[src/rtl/awd_pkg.sv]
package awd_pkg;
  typedef enum logic [1:0] {
    FLD_BASE  = 2'd0,
    FLD_SIZE  = 2'd1,
    FLD_ROUTE = 2'd2,
    FLD_CTRL  = 2'd3
  } awd_field_e;

  localparam int ATTR_LSB = 8;

  function automatic logic mask_is_run(input logic [15:0] m);
    return ((m & (m + 16'd1)) == 16'd0);
  endfunction
endpackage

[src/rtl/awd_regfile.sv]
module awd_regfile
  import awd_pkg::*;
#(
  parameter int NUM_WIN = 6,
  parameter int ADDR_W  = 32,
  parameter int PAGE_W  = 16,
  parameter int TGT_W   = 4,
  parameter int ATTR_W  = 8,
  localparam int MASK_W = ADDR_W - PAGE_W,
  localparam int WIN_W  = $clog2(NUM_WIN + 1)
) (
  input  logic                            clk,
  input  logic                            rst_n,
  input  logic                            wr_en,
  input  logic [WIN_W-1:0]                wr_win,
  input  logic [1:0]                      wr_field,
  input  logic [ADDR_W-1:0]               wr_data,
  output logic [NUM_WIN-1:0][MASK_W-1:0]  base_q,
  output logic [NUM_WIN-1:0][MASK_W-1:0]  mask_q,
  output logic [NUM_WIN-1:0][TGT_W-1:0]   tgt_q,
  output logic [NUM_WIN-1:0][ATTR_W-1:0]  attr_q,
  output logic [NUM_WIN-1:0]              en_q,
  output logic [NUM_WIN-1:0]              bad_q,
  output logic                            err_q
);
  logic [MASK_W-1:0] wr_mask;
  logic              wr_mask_ok;
  logic              err_n;
  logic              in_range;

  assign wr_mask    = wr_data[MASK_W-1:0];
  assign wr_mask_ok = mask_is_run(wr_mask);
  assign in_range   = (wr_win < WIN_W'(NUM_WIN));

  always_comb begin
    err_n = err_q;
    if (wr_en && in_range && (awd_field_e'(wr_field) == FLD_SIZE) && !wr_mask_ok) begin
      err_n = 1'b1;
    end
  end

  always_ff @(posedge clk or negedge rst_n) begin
    if (!rst_n) begin
      err_q <= 1'b0;
    end else begin
      err_q <= err_n;
    end
  end

  for (genvar gi = 0; gi < NUM_WIN; gi++) begin : g_win
    logic              sel;
    logic [MASK_W-1:0] base_n;
    logic [MASK_W-1:0] mask_n;
    logic [TGT_W-1:0]  tgt_n;
    logic [ATTR_W-1:0] attr_n;
    logic              en_n;
    logic              bad_n;
    logic              ld;

    assign sel = wr_en && (wr_win == WIN_W'(gi));

    always_comb begin
      base_n = base_q[gi];
      mask_n = mask_q[gi];
      tgt_n  = tgt_q[gi];
      attr_n = attr_q[gi];
      en_n   = en_q[gi];
      bad_n  = bad_q[gi];
      ld     = 1'b0;
      if (sel) begin
        ld = 1'b1;
        unique case (awd_field_e'(wr_field))
          FLD_BASE:  base_n = wr_data[ADDR_W-1 -: MASK_W];
          FLD_SIZE: begin
            mask_n = wr_mask;
            bad_n  = !wr_mask_ok;
          end
          FLD_ROUTE: begin
            tgt_n  = wr_data[TGT_W-1:0];
            attr_n = wr_data[ATTR_LSB +: ATTR_W];
          end
          FLD_CTRL:  en_n = wr_data[0];
          default:   ld = 1'b0;
        endcase
      end
    end

    always_ff @(posedge clk or negedge rst_n) begin
      if (!rst_n) begin
        base_q[gi] <= '0;
        mask_q[gi] <= '0;
        tgt_q[gi]  <= '0;
        attr_q[gi] <= '0;
        en_q[gi]   <= 1'b0;
        bad_q[gi]  <= 1'b0;
      end else if (ld) begin
        base_q[gi] <= base_n;
        mask_q[gi] <= mask_n;
        tgt_q[gi]  <= tgt_n;
        attr_q[gi] <= attr_n;
        en_q[gi]   <= en_n;
        bad_q[gi]  <= bad_n;
      end
    end
  end
endmodule

[src/rtl/awd_match.sv]
module awd_match #(
  parameter int NUM_WIN = 6,
  parameter int MASK_W  = 16
) (
  input  logic [MASK_W-1:0]              page,
  input  logic [NUM_WIN-1:0][MASK_W-1:0] base_q,
  input  logic [NUM_WIN-1:0][MASK_W-1:0] mask_q,
  input  logic [NUM_WIN-1:0]             live,
  output logic [NUM_WIN-1:0]             hit
);
  for (genvar gi = 0; gi < NUM_WIN; gi++) begin : g_cmp
    logic [MASK_W-1:0] care;
    assign care    = ~mask_q[gi];
    assign hit[gi] = live[gi] && ((page & care) == (base_q[gi] & care));
  end
endmodule

[src/rtl/awd_select.sv]
module awd_select #(
  parameter int NUM_WIN = 6,
  parameter int TGT_W   = 4,
  parameter int ATTR_W  = 8,
  localparam int WIN_W  = $clog2(NUM_WIN + 1)
) (
  input  logic [NUM_WIN-1:0]             hit,
  input  logic [NUM_WIN-1:0][TGT_W-1:0]  tgt_q,
  input  logic [NUM_WIN-1:0][ATTR_W-1:0] attr_q,
  output logic                           miss,
  output logic [WIN_W-1:0]               win,
  output logic [TGT_W-1:0]               tgt,
  output logic [ATTR_W-1:0]              attr
);
  always_comb begin
    miss = 1'b1;
    win  = '0;
    tgt  = '0;
    attr = '0;
    for (int i = NUM_WIN - 1; i >= 0; i--) begin
      if (hit[i]) begin
        miss = 1'b0;
        win  = WIN_W'(i);
        tgt  = tgt_q[i];
        attr = attr_q[i];
      end
    end
  end
endmodule

[src/rtl/addr_window_decoder.sv]
module addr_window_decoder #(
  parameter int NUM_WIN = 6,
  parameter int ADDR_W  = 32,
  parameter int PAGE_W  = 16,
  parameter int TGT_W   = 4,
  parameter int ATTR_W  = 8,
  localparam int MASK_W = ADDR_W - PAGE_W,
  localparam int WIN_W  = $clog2(NUM_WIN + 1)
) (
  input  logic              clk,
  input  logic              rst_n,
  input  logic              wr_en,
  input  logic [WIN_W-1:0]  wr_win,
  input  logic [1:0]        wr_field,
  input  logic [ADDR_W-1:0] wr_data,
  input  logic [ADDR_W-1:0] lk_addr,
  output logic              lk_miss,
  output logic [WIN_W-1:0]  lk_win,
  output logic [TGT_W-1:0]  lk_target,
  output logic [ATTR_W-1:0] lk_attr,
  output logic              size_err
);
  logic [1:0] rst_sync_q;
  logic       rst_int_n;

  always_ff @(posedge clk or negedge rst_n) begin
    if (!rst_n) begin
      rst_sync_q <= 2'b00;
    end else begin
      rst_sync_q <= {rst_sync_q[0], 1'b1};
    end
  end
  assign rst_int_n = rst_sync_q[1];

  logic [NUM_WIN-1:0][MASK_W-1:0] base_q;
  logic [NUM_WIN-1:0][MASK_W-1:0] mask_q;
  logic [NUM_WIN-1:0][TGT_W-1:0]  tgt_q;
  logic [NUM_WIN-1:0][ATTR_W-1:0] attr_q;
  logic [NUM_WIN-1:0]             en_q;
  logic [NUM_WIN-1:0]             bad_q;
  logic [NUM_WIN-1:0]             win_live;
  logic [NUM_WIN-1:0]             hit;
  logic [PAGE_W-1:0]              unused_offset;

  assign unused_offset = lk_addr[PAGE_W-1:0];

  awd_regfile #(
    .NUM_WIN(NUM_WIN), .ADDR_W(ADDR_W), .PAGE_W(PAGE_W),
    .TGT_W(TGT_W), .ATTR_W(ATTR_W)
  ) regs_i (
    .clk(clk), .rst_n(rst_int_n), .wr_en(wr_en), .wr_win(wr_win),
    .wr_field(wr_field), .wr_data(wr_data),
    .base_q(base_q), .mask_q(mask_q), .tgt_q(tgt_q), .attr_q(attr_q),
    .en_q(en_q), .bad_q(bad_q), .err_q(size_err)
  );

  assign win_live = en_q & ~bad_q;

  awd_match #(.NUM_WIN(NUM_WIN), .MASK_W(MASK_W)) match_i (
    .page(lk_addr[ADDR_W-1 -: MASK_W]), .base_q(base_q), .mask_q(mask_q),
    .live(win_live), .hit(hit)
  );

  awd_select #(.NUM_WIN(NUM_WIN), .TGT_W(TGT_W), .ATTR_W(ATTR_W)) sel_i (
    .hit(hit), .tgt_q(tgt_q), .attr_q(attr_q),
    .miss(lk_miss), .win(lk_win), .tgt(lk_target), .attr(lk_attr)
  );
endmodule

[config.mk]
export PLATFORM = sky130hd
export DESIGN_NAME = addr_window_decoder
export DESIGN_NICKNAME = d
export VERILOG_FILES = /design/src/rtl/awd_pkg.sv /design/src/rtl/awd_regfile.sv /design/src/rtl/awd_match.sv /design/src/rtl/awd_select.sv /design/src/rtl/addr_window_decoder.sv
export SDC_FILE = /design/constraint.sdc
export NUM_CORES = 1
export LEC_CHECK = 0
export BUFFER_PORTS_ARGS = -buffer_cell sky130_fd_sc_hd__buf_2
export CAP_MARGIN = 15
export CELL_PAD_IN_SITES_DETAIL_PLACEMENT = 1
export CELL_PAD_IN_SITES_GLOBAL_PLACEMENT = 2
export CORE_UTILIZATION = 43
export CTS_CLUSTER_DIAMETER = 40
export DETAILED_ROUTE_END_ITERATION = 12
export PLACE_DENSITY = 0.87
export SLEW_MARGIN = 20
export SYNTH_ARGS = -nofsm -noshare
export SYNTH_HDL_FRONTEND = slang
export SYNTH_SLANG_ARGS = --single-unit
[constraint.sdc]
create_clock -name clk -period 12.5 [get_ports clk]
set_input_delay 2.5 -clock clk [delete_from_list [all_inputs] [get_ports clk]]
set_output_delay 2.5 -clock clk [all_outputs]
set_load 0.02 [all_outputs]
==> flow_summary.yaml <==
power_and_ir_drop:
  power.leakage_nw: 6.626
  peakVddDrop_uv: 112.4
  powerDensity_nw_per_um2: 192.1
sta:
  worstMarginPinSlew_ns: 1.144
  final.period_utilization: 0.6599
  fmax_mhz: 121.2
  timing.setup.tns_ns: 0
  setup_repair_after_global_routing_missed_its_margin: "false"
  finalSetupViolCount: 0
  finalClockSkew_ns: 0.009335
  timing_hold_violations_final: 0
  max_slew_margin: 0.2357
  timing.final.max_slew_violations: 0
  final.min_clock_period_ns: 8.249
placement:
  placed_cell_area_um2: 13220
  routabilityCongestion: 0.7908
  dp_hpwl_um: 22470
  place.port_buffers: 72
  inst_count_dp: 1370
layout:
  post-route-cell-area_um2: 14760
  area_of_combinational_cells_with_multiple_inputs_um2: 5271
  nets: 1103
  layout.area.seq_um2: 6985
  filler_cell_count: 2889
  n_antenna_cell: 0
  drive_above_1_share: 0.4073
  areaGrowthSynthToFinish_pct: 16.93
  fin_cells: 1447
global_routing:
  initial_antenna_violation_count: 0
  gr-total-overflow: 0
  global_route_wire_length_before_repair_um: 55430
  first_global_vias: 9183
  grt_start_max_net_pins: 80
  global_route.usage.total: 0.2441
routing:
  detailroute.via_count: 8191
  routed_wire_length_per_instance_um: 24.44
  detail-route-antenna-nets: 0
  first_drt_pass_iteration_count: 4
  detail_routed_via_count_per_cell: 5.661
  detail_route.iter0.violations: 399
  post-route-drc-count: 0
  drt-total-wl_um: 35360
critical_path:
  critPathMaxFanout: 14
  worstPathRequired_ns: 10.00
  worst-endpoint-arrival_ns: 5.75
  timing.critical_path.to_type: "output port"
  worst_path_class_setup: "primary input to output port"
  timing.critical_path.from_type: "primary input"
cts:
  cts.hold.buffers_added: 0
  cts_num_sinks: 279
  cts-buffers-inserted: 42
  cts_setup_buffers: 0
  root_buffer: "sky130_fd_sc_hd__clkbuf_16"
  cts_buffer_depth: 3
  htree_levels: 2
  clk_pin_slew_worst_paths_ns: 0.06
  tritoncts: "done"
  cts_resized: 0
  clkLatencyLatePin_ns: 0.52
synthesis:
  ys.flop_type: "sky130_fd_sc_hd__dfrtp_1"
  synth-edff-count: 0
  yosys_warnings: 0
  sequential_cell_area_fraction_in_the_yosys_report: 0.5530
  synth_commonest_cells: "279 x sky130_fd_sc_hd__dfrtp_1, 263 x sky130_fd_sc_hd__mux2_2, 94 x sky130_fd_sc_hd__xnor2_1, 55 x sky130_fd_sc_hd__o22ai_1, 40 x sky130_fd_sc_hd__clkbuf_1"
  ys_ff_latch: 279
  syn_area_um2: 12630
  netlist_instances: 969
  synthArstFlopShare: 1.000
  netlist.area_leader.share: 0.5530
  synth_area_leaders: "sky130_fd_sc_hd__dfrtp_1 55%, sky130_fd_sc_hd__mux2_2 23%, sky130_fd_sc_hd__xnor2_1 6.5%"
  synth.most_common_cell: "sky130_fd_sc_hd__dfrtp_1"
  synth_top_cell_by_area: "sky130_fd_sc_hd__dfrtp_1"
  syn_area_per_cell_um2: 13.03
  ys_types: 42
  synthesis.nets: 1041
floorplanning:
  die_h_um: 173.4
  floorplan.core_area_um2: 28780
  effective_utilization_at_floorplan: 0.4387
  design.die.area_um2: 30050
  fp.dieW_um: 173.4
  placementRows: 62
  pin_count: 89
run:
  timing.max_cap.violations: 0
outcome:
  outcome: "complete, no violations"
worst_hold_path:
  holdCritPathClass: "flip-flop to async pin"
==> area by class of cell <==
| type | count | share of cell area |
|---|---|---|
| multi-input combinational | 609 | 0.3571 |
| clock inverter | 23 | 0.02212 |
| tap | 384 | 0.03255 |
| clock buffer | 53 | 0.08018 |
| sequential | 279 | 0.4732 |
| inverter | 17 | 0.004322 |
| timing repair buffer | 82 | 0.03060 |
==> stage by stage <==
| step | power [mW] | hold slack, ns | worst slack [ns] | utilization |
|---|---|---|---|---|
| floorplan | 1.459 | 0.3312 | 4.149 | - |
| global placement | 1.560 | 0.3420 | 4.258 | 0.4594 |
| detailed placement | 1.590 | 0.3428 | 4.266 | 0.4594 |
| CTS | 2.853 | 0.3517 | 4.202 | 0.5119 |
| global route | 2.940 | 0.3520 | 4.083 | 0.5130 |
| finish | 2.835 | 0.3164 | 4.251 | 0.5130 |
==> logic make-up (layout without fill, tap and decap cells) <==
logic type	count (synthesis)	after routing	synth area share
AOI/OAI and AO/OA	131	131	0.06719
xor gates and xnor gates	96	96	0.06778
buffers and inverters	81	175	0.03013
DFF	279	279	0.5530
muxes	264	264	0.2354
other	1	1	0.0002970
and+or+nand+nor	117	117	0.04628
==> report_power, final <==
| group | switching (mW) | internal (mW) | total (mW) | leakage, nW |
|---|---|---|---|---|
| registers | 0.107 | 1.08 | 1.19 | 3.55 |
| logic | 0.183 | 0.211 | 0.394 | 2.35 |
| clock network | 0.437 | 0.818 | 1.25 | 0.726 |
| total | 0.727 | 2.11 | 2.84 | 6.63 |
==> worst paths after layout <==
| path | cells past startpoint | to | startpoint | slack (ns) |
|---|---|---|---|---|
| max in group asynchronous | 2 | regs_i.base_q[45]$_DFFE_PN0P_ | rst_sync_q[1]$_DFF_PN0_ | 10.14 |
| max reg2reg | 2 | regs_i.base_q[45]$_DFFE_PN0P_ | rst_sync_q[1]$_DFF_PN0_ | 10.14 |
| min | 0 | regs_i.base_q[85]$_DFFE_PN0P_ | rst_sync_q[1]$_DFF_PN0_ | 0.32 |
| max | 8 | lk_attr[2] | lk_addr[28] | 4.25 |
| min reg2reg | 0 | regs_i.base_q[85]$_DFFE_PN0P_ | rst_sync_q[1]$_DFF_PN0_ | 0.32 |
| min in group clk | 0 | rst_sync_q[1]$_DFF_PN0_ | rst_sync_q[0]$_DFF_PN0_ | 0.35 |
==> flip-flops by register name, indices dropped and copies added, names as in the netlist <==
signal and cells:
regs_i.err_q 1, regs_i.base_q 96, rst_sync_q 2, regs_i.tgt_q 24
regs_i.en_q 6, regs_i.attr_q 48, regs_i.bad_q 6, regs_i.mask_q 96
==> critical path, stage by stage <==
cell                       delay (ns)
sky130_fd_sc_hd__buf_2           0.16
sky130_fd_sc_hd__xnor2_1         0.36
sky130_fd_sc_hd__o22ai_1         0.16
sky130_fd_sc_hd__nor4_1          0.48
sky130_fd_sc_hd__nand4b_1        0.83
sky130_fd_sc_hd__nand2_1         0.77
sky130_fd_sc_hd__o32ai_1         0.26
sky130_fd_sc_hd__buf_2           0.21
==> cells in the final DEF, fill, tap and decap left out, drive strengths merged, types with 5 or more instances in the layout <==
cell | Yosys | routed
xnor2 | 96 | 96
nor3b | 5 | 5
nand3 | 7 | 7
a221oi | 11 | 11
a21oi | 13 | 13
buf | 24 | 82
nor3 | 7 | 7
dfrtp | 279 | 279
nor4 | 9 | 9
nand2 | 37 | 37
o22ai | 55 | 55
clkbuf | 40 | 53
clkinv | 0 | 7
nor2 | 28 | 28
inv | 17 | 20
nor2b | 7 | 7
clkinvlp | 0 | 6
bufinv | 0 | 7
o21ai | 32 | 32
o32ai | 6 | 6
mux2 | 263 | 263
==> metal layers <==
layer  wire [um]  global-route usage  up-vias  share of wire
met5           0                   0        -              0
met4        1661              0.1165        0          0.047
met3        1703             0.04013       97          0.048
met2       17210              0.4056      201           0.49
met1       14790              0.3113     4305           0.42
li1            -                   -     3588              -
(Power assumes the default switching activity.)
